$ cat config.mk
export PLATFORM = sky130hd
export DESIGN_NAME = blkxfer_ctrl
export DESIGN_NICKNAME = d
export VERILOG_FILES = /design/src/rtl/blkxfer_pkg.sv /design/src/rtl/xfer_mode_reg.sv /design/src/rtl/xfer_count_sel.sv /design/src/rtl/xfer_engine.sv /design/src/rtl/blkxfer_ctrl.sv
export SDC_FILE = /design/constraint.sdc
export NUM_CORES = 1
export LEC_CHECK = 0
export ABC_AREA = 1
export BUFFER_PORTS_ARGS = -buffer_cell sky130_fd_sc_hd__buf_2
export CORE_MARGIN = 8
export CORE_UTILIZATION = 58
export DETAILED_ROUTE_END_ITERATION = 12
export MAX_ROUTING_LAYER = met4
export PLACE_DENSITY_LB_ADDON = 0.08
export SLEW_MARGIN = 0
export SYNTH_ARGS = -nofsm -noshare
export SYNTH_HDL_FRONTEND = slang
export SYNTH_SLANG_ARGS = --single-unit
$ cat constraint.sdc
create_clock -name clk -period 2.5 [get_ports clk]
set_input_delay 0.375 -clock clk [delete_from_list [all_inputs] [get_ports clk]]
set_output_delay 0.375 -clock clk [all_outputs]
set_load 0.1 [all_outputs]
$ cat src/rtl/blkxfer_pkg.sv
package blkxfer_pkg;
  localparam int MODE_W  = 4;
  localparam int B_DMA   = 0;
  localparam int B_CNTEN = 1;
  localparam int B_DIR   = 2;
  localparam int B_MULTI = 3;

  typedef struct packed {
    logic multi;
    logic dir_rd;
    logic cnt_en;
    logic dma_en;
  } xfer_mode_t;

  function automatic xfer_mode_t unpack_mode(input logic [MODE_W-1:0] w);
    xfer_mode_t m;
    m.multi  = w[B_MULTI];
    m.dir_rd = w[B_DIR];
    m.cnt_en = w[B_CNTEN];
    m.dma_en = w[B_DMA];
    return m;
  endfunction

  function automatic logic is_unbounded(input xfer_mode_t m);
    return m.multi & ~m.cnt_en;
  endfunction
endpackage

$ cat src/rtl/xfer_mode_reg.sv
module xfer_mode_reg
  import blkxfer_pkg::*;
(
  input  logic              clk,
  input  logic              rst_n,
  input  logic              wr,
  input  logic [MODE_W-1:0] wdata,
  input  logic              lock,
  output xfer_mode_t        mode
);
  xfer_mode_t mode_q;
  logic       wr_take;

  assign wr_take = wr & ~lock;

  always_ff @(posedge clk) begin
    if (!rst_n) mode_q <= '0;
    else if (wr_take) mode_q <= unpack_mode(wdata);
  end

  assign mode = mode_q;

  p_mode_locked_r3: assert property (@(posedge clk) disable iff (!rst_n)
    lock |=> $stable(mode_q));
endmodule

$ cat src/rtl/xfer_count_sel.sv
module xfer_count_sel #(
  parameter int SHORT_W = 16,
  parameter int CNT_W   = 32
) (
  input  logic               clk,
  input  logic               rst_n,
  input  logic               short_wr,
  input  logic [SHORT_W-1:0] short_wdata,
  input  logic               long_wr,
  input  logic [CNT_W-1:0]   long_wdata,
  input  logic               lock,
  input  logic               v4_en,
  output logic [CNT_W-1:0]   load_val
);
  localparam int PAD_W = CNT_W - SHORT_W;

  logic [SHORT_W-1:0] short_q;
  logic [CNT_W-1:0]   long_q;

  function automatic logic [CNT_W-1:0] pick_count(
    input logic v4, input logic [SHORT_W-1:0] s, input logic [CNT_W-1:0] l);
    logic [CNT_W-1:0] s_ext;
    s_ext = {{PAD_W{1'b0}}, s};
    if (!v4) return s_ext;
    return (s != '0) ? s_ext : l;
  endfunction

  always_ff @(posedge clk) begin
    if (!rst_n) begin
      short_q <= '0;
      long_q  <= '0;
    end else if (!lock) begin
      if (short_wr) short_q <= short_wdata;
      if (long_wr)  long_q  <= long_wdata;
    end
  end

  assign load_val = pick_count(v4_en, short_q, long_q);

  p_cnt_locked_r3: assert property (@(posedge clk) disable iff (!rst_n)
    lock |=> ($stable(short_q) && $stable(long_q)));
  p_legacy_short_r7: assert property (@(posedge clk) disable iff (!rst_n)
    !v4_en |-> (load_val[CNT_W-1:SHORT_W] == '0));
endmodule

$ cat src/rtl/xfer_engine.sv
module xfer_engine
  import blkxfer_pkg::*;
#(
  parameter int CNT_W = 32
) (
  input  logic             clk,
  input  logic             rst_n,
  input  logic             start_req,
  input  logic             blk_pulse,
  input  logic             stop_req,
  input  logic             dma_cap,
  input  xfer_mode_t       mode,
  input  logic [CNT_W-1:0] load_val,
  output logic             active,
  output logic             last_blk,
  output logic             done,
  output logic             dma_start
);
  logic             active_q, inf_q, done_q, dma_q;
  logic [CNT_W-1:0] remain_q;
  logic             start_ok, zero_start, blk_step, ends_now;
  logic [CNT_W-1:0] eff_count;

  function automatic logic [CNT_W-1:0] first_count(
    input xfer_mode_t m, input logic [CNT_W-1:0] lv);
    return m.multi ? lv : CNT_W'(1);
  endfunction

  function automatic logic [CNT_W-1:0] step_down(input logic [CNT_W-1:0] v);
    return v - CNT_W'(1);
  endfunction

  assign start_ok   = start_req & ~active_q;
  assign eff_count  = first_count(mode, load_val);
  assign zero_start = start_ok & ~is_unbounded(mode) & (eff_count == '0);
  assign blk_step   = active_q & ~inf_q & blk_pulse & ~stop_req;
  assign ends_now   = blk_step & (remain_q == CNT_W'(1));

  always_ff @(posedge clk) begin
    if (!rst_n) begin
      active_q <= 1'b0;
      inf_q    <= 1'b0;
      done_q   <= 1'b0;
      dma_q    <= 1'b0;
      remain_q <= '0;
    end else begin
      done_q <= 1'b0;
      dma_q  <= 1'b0;
      if (start_ok) begin
        if (zero_start) begin
          done_q <= 1'b1;
        end else begin
          active_q <= 1'b1;
          inf_q    <= is_unbounded(mode);
          remain_q <= eff_count;
          dma_q    <= mode.dma_en & dma_cap;
        end
      end else if (active_q) begin
        if (stop_req) begin
          active_q <= 1'b0;
          done_q   <= 1'b1;
          remain_q <= '0;
        end else if (blk_step) begin
          remain_q <= step_down(remain_q);
          if (ends_now) begin
            active_q <= 1'b0;
            done_q   <= 1'b1;
          end
        end
      end
    end
  end

  assign active    = active_q;
  assign last_blk  = active_q & ~inf_q & (remain_q == CNT_W'(1));
  assign done      = done_q;
  assign dma_start = dma_q;

  p_dma_single_r9: assert property (@(posedge clk) disable iff (!rst_n)
    dma_q |=> !dma_q);
  p_dma_needs_start_r11: assert property (@(posedge clk) disable iff (!rst_n)
    active_q |=> !dma_q);
  p_done_on_exit_r5: assert property (@(posedge clk) disable iff (!rst_n)
    $fell(active_q) |-> done_q);
  p_last_then_done_r5: assert property (@(posedge clk) disable iff (!rst_n)
    (last_blk && blk_pulse) |=> (done_q && !active_q));
  p_inf_holds_r6: assert property (@(posedge clk) disable iff (!rst_n)
    (active_q && inf_q && !stop_req) |=> active_q);
  p_idle_quiet_r12: assert property (@(posedge clk) disable iff (!rst_n)
    (!active_q && !start_req) |=> (!done_q && !active_q));
endmodule

$ cat src/rtl/blkxfer_ctrl.sv
module blkxfer_ctrl
  import blkxfer_pkg::*;
#(
  parameter int SHORT_W = 16,
  parameter int CNT_W   = 32
) (
  input  logic               clk,
  input  logic               rst_n,
  input  logic               mode_wr,
  input  logic [MODE_W-1:0]  mode_wdata,
  input  logic               cnt_short_wr,
  input  logic [SHORT_W-1:0] cnt_short_wdata,
  input  logic               cnt_long_wr,
  input  logic [CNT_W-1:0]   cnt_long_wdata,
  input  logic               cmd_hi_wr,
  input  logic               blk_pulse,
  input  logic               stop_req,
  input  logic               v4_en,
  input  logic               dma_cap,
  output logic               dir_rd,
  output logic               multi_mode,
  output logic               dma_start,
  output logic               last_blk,
  output logic               xfer_done,
  output logic               xfer_active
);
  xfer_mode_t       mode;
  logic             busy;
  logic [CNT_W-1:0] load_val;

  xfer_mode_reg u_mode (
    .clk   (clk),
    .rst_n (rst_n),
    .wr    (mode_wr),
    .wdata (mode_wdata),
    .lock  (busy),
    .mode  (mode)
  );

  xfer_count_sel #(.SHORT_W(SHORT_W), .CNT_W(CNT_W)) u_cnt (
    .clk         (clk),
    .rst_n       (rst_n),
    .short_wr    (cnt_short_wr),
    .short_wdata (cnt_short_wdata),
    .long_wr     (cnt_long_wr),
    .long_wdata  (cnt_long_wdata),
    .lock        (busy),
    .v4_en       (v4_en),
    .load_val    (load_val)
  );

  xfer_engine #(.CNT_W(CNT_W)) u_eng (
    .clk       (clk),
    .rst_n     (rst_n),
    .start_req (cmd_hi_wr),
    .blk_pulse (blk_pulse),
    .stop_req  (stop_req),
    .dma_cap   (dma_cap),
    .mode      (mode),
    .load_val  (load_val),
    .active    (busy),
    .last_blk  (last_blk),
    .done      (xfer_done),
    .dma_start (dma_start)
  );

  assign dir_rd      = mode.dir_rd;
  assign multi_mode  = mode.multi;
  assign xfer_active = busy;

  p_reset_quiet_r1: assert property (@(posedge clk)
    !rst_n |=> (!xfer_active && !dma_start && !xfer_done));
  p_start_only_idle_r11: assert property (@(posedge clk) disable iff (!rst_n)
    (xfer_active && cmd_hi_wr) |=> !dma_start);
endmodule

* Word level (Yosys, flattened, before mapping) *
Cells that the tools add are included.

operators by class
  equality and inequality tests = 2
  bitwise logic cells = 19
  reduce and logical (&&, ||, !) cells = 9
  muxes and demuxes = 20
  add/subtract/negate cells = 1

operator list
  cell                     count
  $mux W32                 8
  $eq A32 B1 Y1 const B    1
  $logic_not A32 Y1        1
  $sub A32 B1 Y32 const B  1
  $reduce_bool A16 Y1      1
  $mux W1                  12
  $and A1 B1 Y1            11
  $not A1 Y1               8
  $reduce_and A2 Y1        3
  $reduce_and A3 Y1        1
  $reduce_bool A3 Y1       1
  $reduce_or A3 Y1         1
  $ne A2 B2 Y1 const B     1
  $reduce_bool A2 Y1       1

storage, ports and cells
  input bits = 62
  register bits after elaboration = 88
  logic and storage cells = 62
  output and inout bits = 6

* Depth between registers and ports, before layout *
Gate-level depths: netlist of the first run.

  word-level depth = 10
  gate-level depth with buffers = 17
  depth with buffers taken out = 15

* By module *
A second synthesis of the first run with hierarchy kept.

second synthesis, totals
  cells, all modules = 877
  area total of the unflattened synthesis = 5193.7 µm²

modules (own cells, without submodules)
  module          cells an instance  area an instance (µm²)  times used
  xfer_engine     574                2994.1                  1
  xfer_count_sel  276                2025.7                  1
  xfer_mode_reg   27                 173.9                   1

* Worst setup path after synthesis of the first run *
OpenSTA, ideal clock, no wires.

  path type = reg2out
  start point = register u_eng.active_q, in the netlist u_eng.active
  end point = output port last_blk
  data arrival time = 3745 ps
  stages on the path, launching flop included = 5
  data required time = 2125 ps
  path buffers = 0
  setup slack = -1620 ps
  path through = dfxtp_1 -> inv_1 -> nor3_1 -> nand4_1 -> nor3b_1

on the way
  cells in the longest elaborated chain, start to end = 2

RTL lines
  what                         RTL line            source
  start, declared              xfer_engine.sv:19   logic active_q, inf_q, done_q, dma_q;
  start signal, assigned       xfer_engine.sv:41   active_q <= 1'b0;
  start signal, assigned       xfer_engine.sv:53   active_q <= 1'b1;
  start signal, assigned       xfer_engine.sv:60   active_q <= 1'b0;
  $and A1 B1 Y1 (2 in series)  xfer_engine.sv:75   assign last_blk = active_q & ~inf_q & (remain_q == CNT_W'(1));
  end, declared                blkxfer_ctrl.sv:23  output logic last_blk,

No other way between the ends.

* Worst setup path after layout of the first run *
  start point = register u_cnt.short_q[9]
  end point = register u_eng.remain_q[1]

on the way
  cells in the longest elaborated chain, start to end = 8
  elaborated cells between the ends (all ways) = 10

RTL lines
  what                         RTL line              source
  start, declared              xfer_count_sel.sv:17  logic [SHORT_W-1:0] short_q;
  start signal, assigned       xfer_count_sel.sv:33  if (short_wr) short_q <= short_wdata;
  $reduce_bool A16 Y1          xfer_count_sel.sv:25  return (s != '0) ? s_ext : l;
  $mux W32                     xfer_count_sel.sv:25
  $mux W32 *                   xfer_count_sel.sv:25
  $mux W32 *                   xfer_engine.sv:26     return m.multi ? lv : CNT_W'(1);
  $logic_not A32 Y1            xfer_engine.sv:35     assign zero_start = start_ok & ~is_unbounded(mode) & (eff_count == '0);
  $and A1 B1 Y1                xfer_engine.sv:35
  $ne A2 B2 Y1 (no line)       -
  $reduce_and A3 Y1 (no line)  -
  end signal, assigned         xfer_engine.sv:55     remain_q <= eff_count;
  end signal, assigned         xfer_engine.sv:64     remain_q <= step_down(remain_q);
  end, declared                xfer_engine.sv:20     logic [CNT_W-1:0] remain_q;

Every way passes the cells marked *; elsewhere a longest branch is shown, timed or not. The select of a mux whose other input is x is not followed.
A chain may end at the register's enable or synchronous reset.

==> results of run 1 <==
==> placed cells by master, fill, tap and decap left out, types with 3 or more instances in the layout <==
master                       instances
sky130_fd_sc_hd__o21ai_0            70
sky130_fd_sc_hd__buf_12              3
sky130_fd_sc_hd__o22ai_1             9
sky130_fd_sc_hd__clkinvlp_4          4
sky130_fd_sc_hd__buf_2              66
sky130_fd_sc_hd__nor3_1              9
sky130_fd_sc_hd__nand2_1           125
sky130_fd_sc_hd__nor2_2              5
sky130_fd_sc_hd__inv_1              62
sky130_fd_sc_hd__a21oi_1            71
sky130_fd_sc_hd__nand3b_1           18
sky130_fd_sc_hd__nand3_1            50
sky130_fd_sc_hd__nand4_1            19
sky130_fd_sc_hd__dfxtp_1            86
sky130_fd_sc_hd__clkbuf_8            9
sky130_fd_sc_hd__buf_4              19
sky130_fd_sc_hd__xor2_1             15
sky130_fd_sc_hd__xnor2_1             6
sky130_fd_sc_hd__inv_8               3
sky130_fd_sc_hd__nor2_1            157
==> kinds of logic after synthesis <==
group / count (synthesis) / synth area share (%)
compound gates: 161 / 16.99
buf+inv: 104 / 8.447
xor+xnor: 21 / 3.707
flops: 88 / 35.50
simple gates: 396 / 34.85
fa+ha+maj: 2 / 0.5042
==> power breakdown <==
part	total (mW)	switching, mW	internal (mW)	leakage (nW)
clock network	0.960	0.578	0.381	0.0834
logic	1.14	0.712	0.427	1.84
registers	1.68	0.134	1.54	0.729
==> metal layers <==
layer  global-route usage (%)  routed length [µm]
met1                    32.64                6445
met2                    40.06                6757
met3                    2.617                 925
met4                    9.482                 311
met5                        -                   0
==> synth_stat cells (6+ instances only) <==
cell,count
sky130_fd_sc_hd__nand3b_1,18
sky130_fd_sc_hd__nand3_1,52
sky130_fd_sc_hd__nor2_1,161
sky130_fd_sc_hd__nor3_1,10
sky130_fd_sc_hd__clkbuf_1,32
sky130_fd_sc_hd__dfxtp_1,88
sky130_fd_sc_hd__o22ai_1,9
sky130_fd_sc_hd__inv_1,62
sky130_fd_sc_hd__nand2_1,126
sky130_fd_sc_hd__nand4_1,19
sky130_fd_sc_hd__a21oi_1,71
sky130_fd_sc_hd__o21ai_0,72
sky130_fd_sc_hd__xnor2_1,6
sky130_fd_sc_hd__xor2_1,15
==> path summary, 6_finish.rpt <==
path	start	endpoint	slack, ns	depth (start not counted)
setup / recovery	u_cnt.short_q[9]	u_eng.remain_q[1]	0.15	16
hold / removal	cnt_long_wdata[28]	u_cnt.long_q[28]	0.24	3
setup reg to reg	u_cnt.short_q[9]	u_eng.remain_q[1]	0.15	16
hold reg to reg	u_cnt.long_q[15]	u_cnt.long_q[15]	0.46	2
==> sequential cells by signal, indices dropped and copies added, names as in the netlist <==
register / count
u_mode.mode: 4
u_eng.inf_q: 1
u_eng.active: 1
u_eng.remain_q: 32
u_cnt.short_q: 16
u_eng.done: 1
u_cnt.long_q: 32
u_eng.dma_start: 1
==> worst min-delay path: stages <==
cell                      delay (ns)
sky130_fd_sc_hd__buf_2          0.07
sky130_fd_sc_hd__o21ai_0        0.07
sky130_fd_sc_hd__nor2_1         0.07
==> area by class of cell <==
class	count	area (µm²)	share of cell area, %
clock inverters	7	63.81	1.115
well taps	105	131.4	2.297
multi-input cells	580	2839	49.63
inverters	64	240.2	4.199
flip-flops and latches	88	1764	30.84
repair buffers	89	558.0	9.755
clock buffers	9	123.9	2.165
==> stage by stage <==
stage | instances | power [mW]
after global routing | 942 | 3.990
after global placement | 925 | 2.779
after CTS | 941 | 3.743
final | 942 | 3.776
after floorplan | 772 | 2.483
after detailed placement | 925 | 2.805
==> what timing repair did <==
action | CTS | global route
pin swaps | 0 | 1
hold buffers | 0 | 0
gates resized for setup | 1 | 13
gates cloned | 0 | 1
endpoints found under the setup margin | 1 | 34
==> reports/qor.txt, run 1 <==
======================================================================================
Library cell contributing the largest single delay on the critical path . sky130_fd_sc_hd__dfxtp_1
Relative max-transition margin ..........................................       45.72%
Placement Setup Slack ...................................................    0.1027 ns
Vias in the first global route ..........................................        5,002
Area added between synthesis and finish .................................       15.28%
Worst path most repeated cell ........................................... sky130_fd_sc_hd__nand2_1
Bufs and invs on worst path .............................................            2
Slew Viols, Final .......................................................            0
Tightest Hold Check Type ................................................       in2reg
Residual overflow from global routing ...................................            0
Final critical-path share of the clock period ...........................       94.16%
Number of distinct library cells after synthesis ........................           34
Total length of routed wires ............................................     14.44 mm
DR WL/cell ..............................................................     15.33 µm
Sinks on Clock Net ......................................................           88
Share of Yosys cell area claimed by the top area cell type ..............       35.50%
Final Net Count .........................................................          896
Number of antenna violations at the first check in global routing .......            0
Type of element launching the critical path .............................    flip-flop
Num ports ...............................................................           68
Min Tclk post-route .....................................................     2.354 ns
Crit path kind ..........................................................      reg2reg
TritonCTS clock tree ....................................................        built
Total number of placement rows ..........................................           33
Sort of element at the end of the critical path .........................    flip-flop
Power per cell area ..................................................... 660.0 nW/µm²
Final setup skew ........................................................   0.01310 ns
Synth Instances .........................................................          772
Cell type contributing the most total cell area after synthesis ......... sky130_fd_sc_hd__dfxtp_1
Max H-tree Level ........................................................            3
Most frequently used flop master after synthesis ........................ sky130_fd_sc_hd__dfxtp_1
Latest clock arrival within the worst-skew pair .........................      0.37 ns
Routability-driven placement congestion ratio ...........................       0.9577
Via density per instance ................................................        5.625
Number of nets still failing antenna checks after routing ...............            0
Final-layout worst hold slack ...........................................    0.2447 ns
Final design utilization ................................................       69.27%
Sum of net half-perimeters after detailed placement .....................     10.70 mm
Starting density of the core ............................................       60.09%
Violation count after the first detailed-routing iteration ..............          272
DR DRC count ............................................................            0
Vert. Die Dim ...........................................................     108.5 µm
Filler cells ............................................................          766
Static leakage power ....................................................     2.653 nW
Worst voltage drop across the vdd grid ..................................     359.7 µV
Pin count of the biggest net entering global routing ....................           58
Flop and latch count out of synthesis ...................................           88
CORE AREA ...............................................................     8258 µm²
Number of max-cap violations ............................................            0
Cell family contributing the most delay on the critical path ............ simple AND/OR/NAND/NOR gates
Cell Area, Synth ........................................................     4962 µm²
Global-route usage over all layers ......................................       25.34%
Cell-by-cell listing of the critical path ............................... nor2_1, nand2_1, nor2_2, buf_4, nand4_1, nand3_1, nand2_1, nor2_1, nand2_1, nor2_1, nand2_2, buf_12, nand2_4, nand2_1, nand2_1, nor2_1
Num CTS Buffers .........................................................            9
Sequential area share after synthesis ...................................       35.50%
Final-report hold violation count .......................................            0
Synthesis Warnings ......................................................            0
Largest stage delay on the critical path ................................      0.33 ns
Cell chosen for the clock root .......................................... sky130_fd_sc_hd__clkbuf_8
Run status ..............................................................    completed
Antenna diode count .....................................................            0
Number of failing setup endpoints in the final timing report ............            0
Fin area ................................................................     5720 µm²
Required time at the worst-slack endpoint ...............................      2.77 ns
Mean cell area of the mapped netlist ....................................    6.428 µm²
Overall via count from detail_route .....................................        5,299
Proportion of layout cells with a drive suffix above 1 ..................       14.93%
Setup repair after global routing missed its margin .....................        false
Fraction of synthesis flops using an asynchronous set or reset pin ......           0%
Synthesized Nets ........................................................          836
CTS clk-pin slew, worst paths ...........................................      0.10 ns
Overall die width .......................................................     108.5 µm
Max clock buf depth .....................................................            2
First-pass GRT wire length ..............................................     23.57 mm
Top cells by area, synth ................................................ sky130_fd_sc_hd__dfxtp_1, sky130_fd_sc_hd__nor2_1, sky130_fd_sc_hd__nand2_1
Setup TNS after final layout ............................................         0 ns
Instance area after placement ...........................................     5464 µm²
Total Die Area ..........................................................   11,770 µm²
Count of buffers added by post-CTS timing repair for setup ..............            0
Number of enable-type register cells in the synthesized netlist .........            0
Length of the first detailed-routing pass in iterations .................            5
Fin worst setup slack ...................................................    0.1461 ns
Arrival time at the worst endpoint ......................................      2.63 ns
Quantity of I/O buffers inserted on ports ...............................           67
Crit path max fanout ....................................................           29
Max frequency ...........................................................   0.4248 GHz
Measured slew at the worst slew-check pin ...............................    0.8122 ns
======================================================================================
No activity file was read; power rests on OpenSTA's default activity.
==> run 2, diff against run 1 <==
--- a/config.mk
+++ b/config.mk
@@ -7,11 +7,12 @@
 export LEC_CHECK = 0
 export ABC_AREA = 1
 export BUFFER_PORTS_ARGS = -buffer_cell sky130_fd_sc_hd__buf_2
+export CORE_ASPECT_RATIO = 1.25
 export CORE_MARGIN = 8
 export CORE_UTILIZATION = 58
 export DETAILED_ROUTE_END_ITERATION = 12
 export MAX_ROUTING_LAYER = met4
-export PLACE_DENSITY_LB_ADDON = 0.08
+export PLACE_DENSITY = 0.84
 export SLEW_MARGIN = 0
 export SYNTH_ARGS = -nofsm -noshare
 export SYNTH_HDL_FRONTEND = slang
==> run 2 against run 1 <==
Effect of this change:
- setup slack worse by 0.012 ns
- hold slack got worse by 0.0052 ns
- core utilization shrank 0.84 points
- first-iteration DRC count grew 45%
- largest power group unchanged
- clock power shrank 5.3%
- global-route usage is 0.42 points lower
- routed wire length shrank 1.5%
- cell count fell by 0.85%
==> reports/qor.txt, run 2 (synthesis gave the netlist of run 1 again) <==
================================================================================
Vias in the first global route ....................................        5,041   was 5,002
Residual overflow from global routing .............................            0   unchanged
Power per cell area ............................................... 656.3 nW/µm²   was 660.0 nW/µm²
Overall via count from detail_route ...............................        5,301   was 5,299
Quantity of I/O buffers inserted on ports .........................           67   unchanged
Max clock buf depth ...............................................            2   unchanged
Max H-tree Level ..................................................            3   unchanged
Commonest non-fill, non-tap cells in the layout ................... sky130_fd_sc_hd__nor2_1, sky130_fd_sc_hd__nand2_1, sky130_fd_sc_hd__dfxtp_1, sky130_fd_sc_hd__a21oi_1, sky130_fd_sc_hd__o21ai_0   unchanged
DR DRC count ......................................................            0   unchanged
Hold-fix buffers at CTS ...........................................            0   unchanged
Start point of the critical path .................................. u_cnt.short_q[0]   was u_cnt.short_q[9]
Total Die Area ....................................................   11,790 µm²   was 11,770 µm²
Final-layout worst hold slack .....................................    0.2394 ns   was 0.2447 ns
Crit path max fanout ..............................................           48   was 29
Sort of element at the end of the critical path ...................    flip-flop   unchanged
Final non-filler cell total .......................................          934   was 942
Final-report hold violation count .................................            0   unchanged
Num ports .........................................................           68   unchanged
Internal power component ..........................................     2.335 mW   was 2.352 mW
Violation count after the first detailed-routing iteration ........          394   was 272
Worst-case hold path end point .................................... u_cnt.long_q[25]   was u_cnt.long_q[28]
Number of failing setup endpoints in the final timing report ......            0   unchanged
Num CTS Buffers ...................................................            9   unchanged
Starting density of the core ......................................       59.88%   was 60.09%
Max frequency .....................................................   0.4226 GHz   was 0.4248 GHz
Final critical-path share of the clock period .....................       94.65%   was 94.16%
DR WL/cell ........................................................     15.22 µm   was 15.33 µm
CORE AREA .........................................................     8287 µm²   was 8258 µm²
Fin area ..........................................................     5670 µm²   was 5720 µm²
Startpoint of the lowest-slack hold path .......................... cnt_long_wdata[25]   was cnt_long_wdata[28]
Net switching power ...............................................     1.386 mW   was 1.424 mW
Number of max-cap violations ......................................            0   unchanged
Total power of the final layout ...................................     3.721 mW   was 3.776 mW
TritonCTS clock tree ..............................................        built   unchanged
Overall die width .................................................     98.73 µm   was 108.5 µm
End of the worst register-to-register path ........................ u_eng.remain_q[22]   was u_eng.remain_q[1]
Latest clock arrival within the worst-skew pair ...................      0.38 ns   was 0.37 ns
Via density per instance ..........................................        5.676   was 5.625
Sequential power share ............................................        45.1%   was 44.4%
Leading cell type in the layout, fill and taps excluded ........... sky130_fd_sc_hd__nor2_1   unchanged
Sinks on Clock Net ................................................           88   unchanged
Setup TNS after final layout ......................................         0 ns   unchanged
Type of element launching the critical path .......................    flip-flop   unchanged
Routability-driven placement congestion ratio .....................       0.9592   was 0.9577
Pin count of the biggest net entering global routing ..............           57   was 58
Worst reg-to-reg path cell count ..................................           13   was 16
Required time at the worst-slack endpoint .........................      2.78 ns   was 2.77 ns
Min Tclk post-route ...............................................     2.366 ns   was 2.354 ns
Tightest Hold Check Type ..........................................       in2reg   unchanged
R2R Path Start .................................................... u_cnt.short_q[0]   was u_cnt.short_q[9]
Static leakage power ..............................................     2.640 nW   was 2.653 nW
Worst voltage drop across the vdd grid ............................     436.1 µV   was 359.7 µV
Biggest regs ...................................................... u_cnt.long_q (32), u_eng.remain_q (32), u_cnt.short_q (16)   unchanged
Total length of routed wires ......................................     14.22 mm   was 14.44 mm
Switching portion of total power ..................................       37.25%   was 37.71%
Total number of placement rows ....................................           37   was 33
Final setup skew ..................................................   0.01058 ns   was 0.01310 ns
Combinational share of power ......................................        30.4%   was 30.1%
Number of antenna violations at the first check in global routing .            0   unchanged
Area added between synthesis and finish ...........................       14.27%   was 15.28%
Antenna diode count ...............................................            0   unchanged
FF-to-FF setup slack ..............................................      0.13 ns   was 0.15 ns
Number of nets still failing antenna checks after routing .........            0   unchanged
Run status ........................................................    completed   unchanged
Cell depth of the worst min-delay path ............................            3   unchanged
Power share of the clock group ....................................        24.4%   was 25.4%
Crit path kind ....................................................      reg2reg   unchanged
Sum of net half-perimeters after detailed placement ...............     10.46 mm   was 10.70 mm
Global-route usage over all layers ................................       24.91%   was 25.34%
Number of placed instances with taps included .....................          916   was 925
Cell chosen for the clock root .................................... sky130_fd_sc_hd__clkbuf_8   unchanged
Proportion of layout cells with a drive suffix above 1 ............       14.34%   was 14.93%
Relative max-transition margin ....................................       47.54%   was 45.72%
Slew Viols, Final .................................................            0   unchanged
Final Net Count ...................................................          896   unchanged
Instance area after placement .....................................     5446 µm²   was 5464 µm²
CTS clk-pin slew, worst paths .....................................      0.09 ns   was 0.10 ns
Length of the first detailed-routing pass in iterations ...........            5   unchanged
Arrival time at the worst endpoint ................................      2.64 ns   was 2.63 ns
First-pass GRT wire length ........................................     23.41 mm   was 23.57 mm
Vert. Die Dim .....................................................     119.4 µm   was 108.5 µm
Measured slew at the worst slew-check pin .........................    0.7850 ns   was 0.8122 ns
================================================================================
[run 2: changes by cell type in the layout (fill, tap and decap cells not counted), sizes merged]
cell	previous run	this run
nand3	53	54
inv	65	64
clkinvlp	4	1
clkinv	2	5
[run 2: what timing repair did]
item / CTS / global route
pin swaps: 0 / 1
gates resized for setup: 2 / 9
buffers inserted: 0 / 1
setup endpoints to repair: 34 / 36
gates cloned: 0 / 1
[run 2: area by class of cell]
cell class | count | area, µm²
clock buffer | 10 | 127.6
inverter | 64 | 240.2
clock inverter | 6 | 43.79
tap | 97 | 121.4
sequential | 88 | 1764
multi-input combinational | 581 | 2836
timing repair buffer | 88 | 536.8
fill | 713 | 2616
[run 2: power groups by stage]
stage / logic (mW) / clock network (mW) / registers, mW
after floorplan: 0.779 / 0 / 1.70
after global placement: 1.07 / 0 / 1.70
after detailed placement: 1.09 / 0 / 1.71
after CTS: 1.10 / 0.913 / 1.67
after global routing: 1.27 / 0.982 / 1.70
final: 1.13 / 0.909 / 1.68
[run 2: per-stage QoR]
stage	util [%]	worst slack, ns
CTS	67.82	0.01401
global route	68.43	-0.04136
floorplan	-	0.04349
global placement	65.73	0.003332
detailed placement	65.73	-0.09263
finish	68.43	0.1339
[run 2: per-layer routing]
metal / routed length (µm) / GRT usage, % / vias up
met2: 6874 / 40.37 / 189
li1: - / - / 2657
met3: 630 / 2.972 / 56
met4: 648 / 14.73 / 0
met1: 6066 / 29.09 / 2399
met5: 0 / - / -
[run 2: worst max path at each step]
stage | slack [ns] | to | cells past startpoint
detailed placement | -0.09 | u_eng.remain_q[3] | 11
finish | 0.13 | u_eng.remain_q[22] | 13
CTS | 0.01 | u_eng.remain_q[6] | 11
floorplan | 0.04 | last_blk | 4
global placement | 0.003 | u_eng.remain_q[26] | 11
global route | -0.04 | u_eng.remain_q[15] | 13
[run 2: worst max-delay path: stages (launching register included)]
cell                      delay (ns)
sky130_fd_sc_hd__dfxtp_1        0.34
sky130_fd_sc_hd__nor2_1         0.16
sky130_fd_sc_hd__inv_1          0.09
sky130_fd_sc_hd__nor2_4         0.25
sky130_fd_sc_hd__nand3_2        0.23
sky130_fd_sc_hd__a21oi_1        0.24
sky130_fd_sc_hd__o21ai_2        0.11
sky130_fd_sc_hd__nand4_1        0.12
sky130_fd_sc_hd__nor2_1         0.05
sky130_fd_sc_hd__nand2_1        0.19
sky130_fd_sc_hd__buf_12         0.25
sky130_fd_sc_hd__nand3_1        0.10
sky130_fd_sc_hd__nand2_1        0.08
sky130_fd_sc_hd__nor2_1         0.04
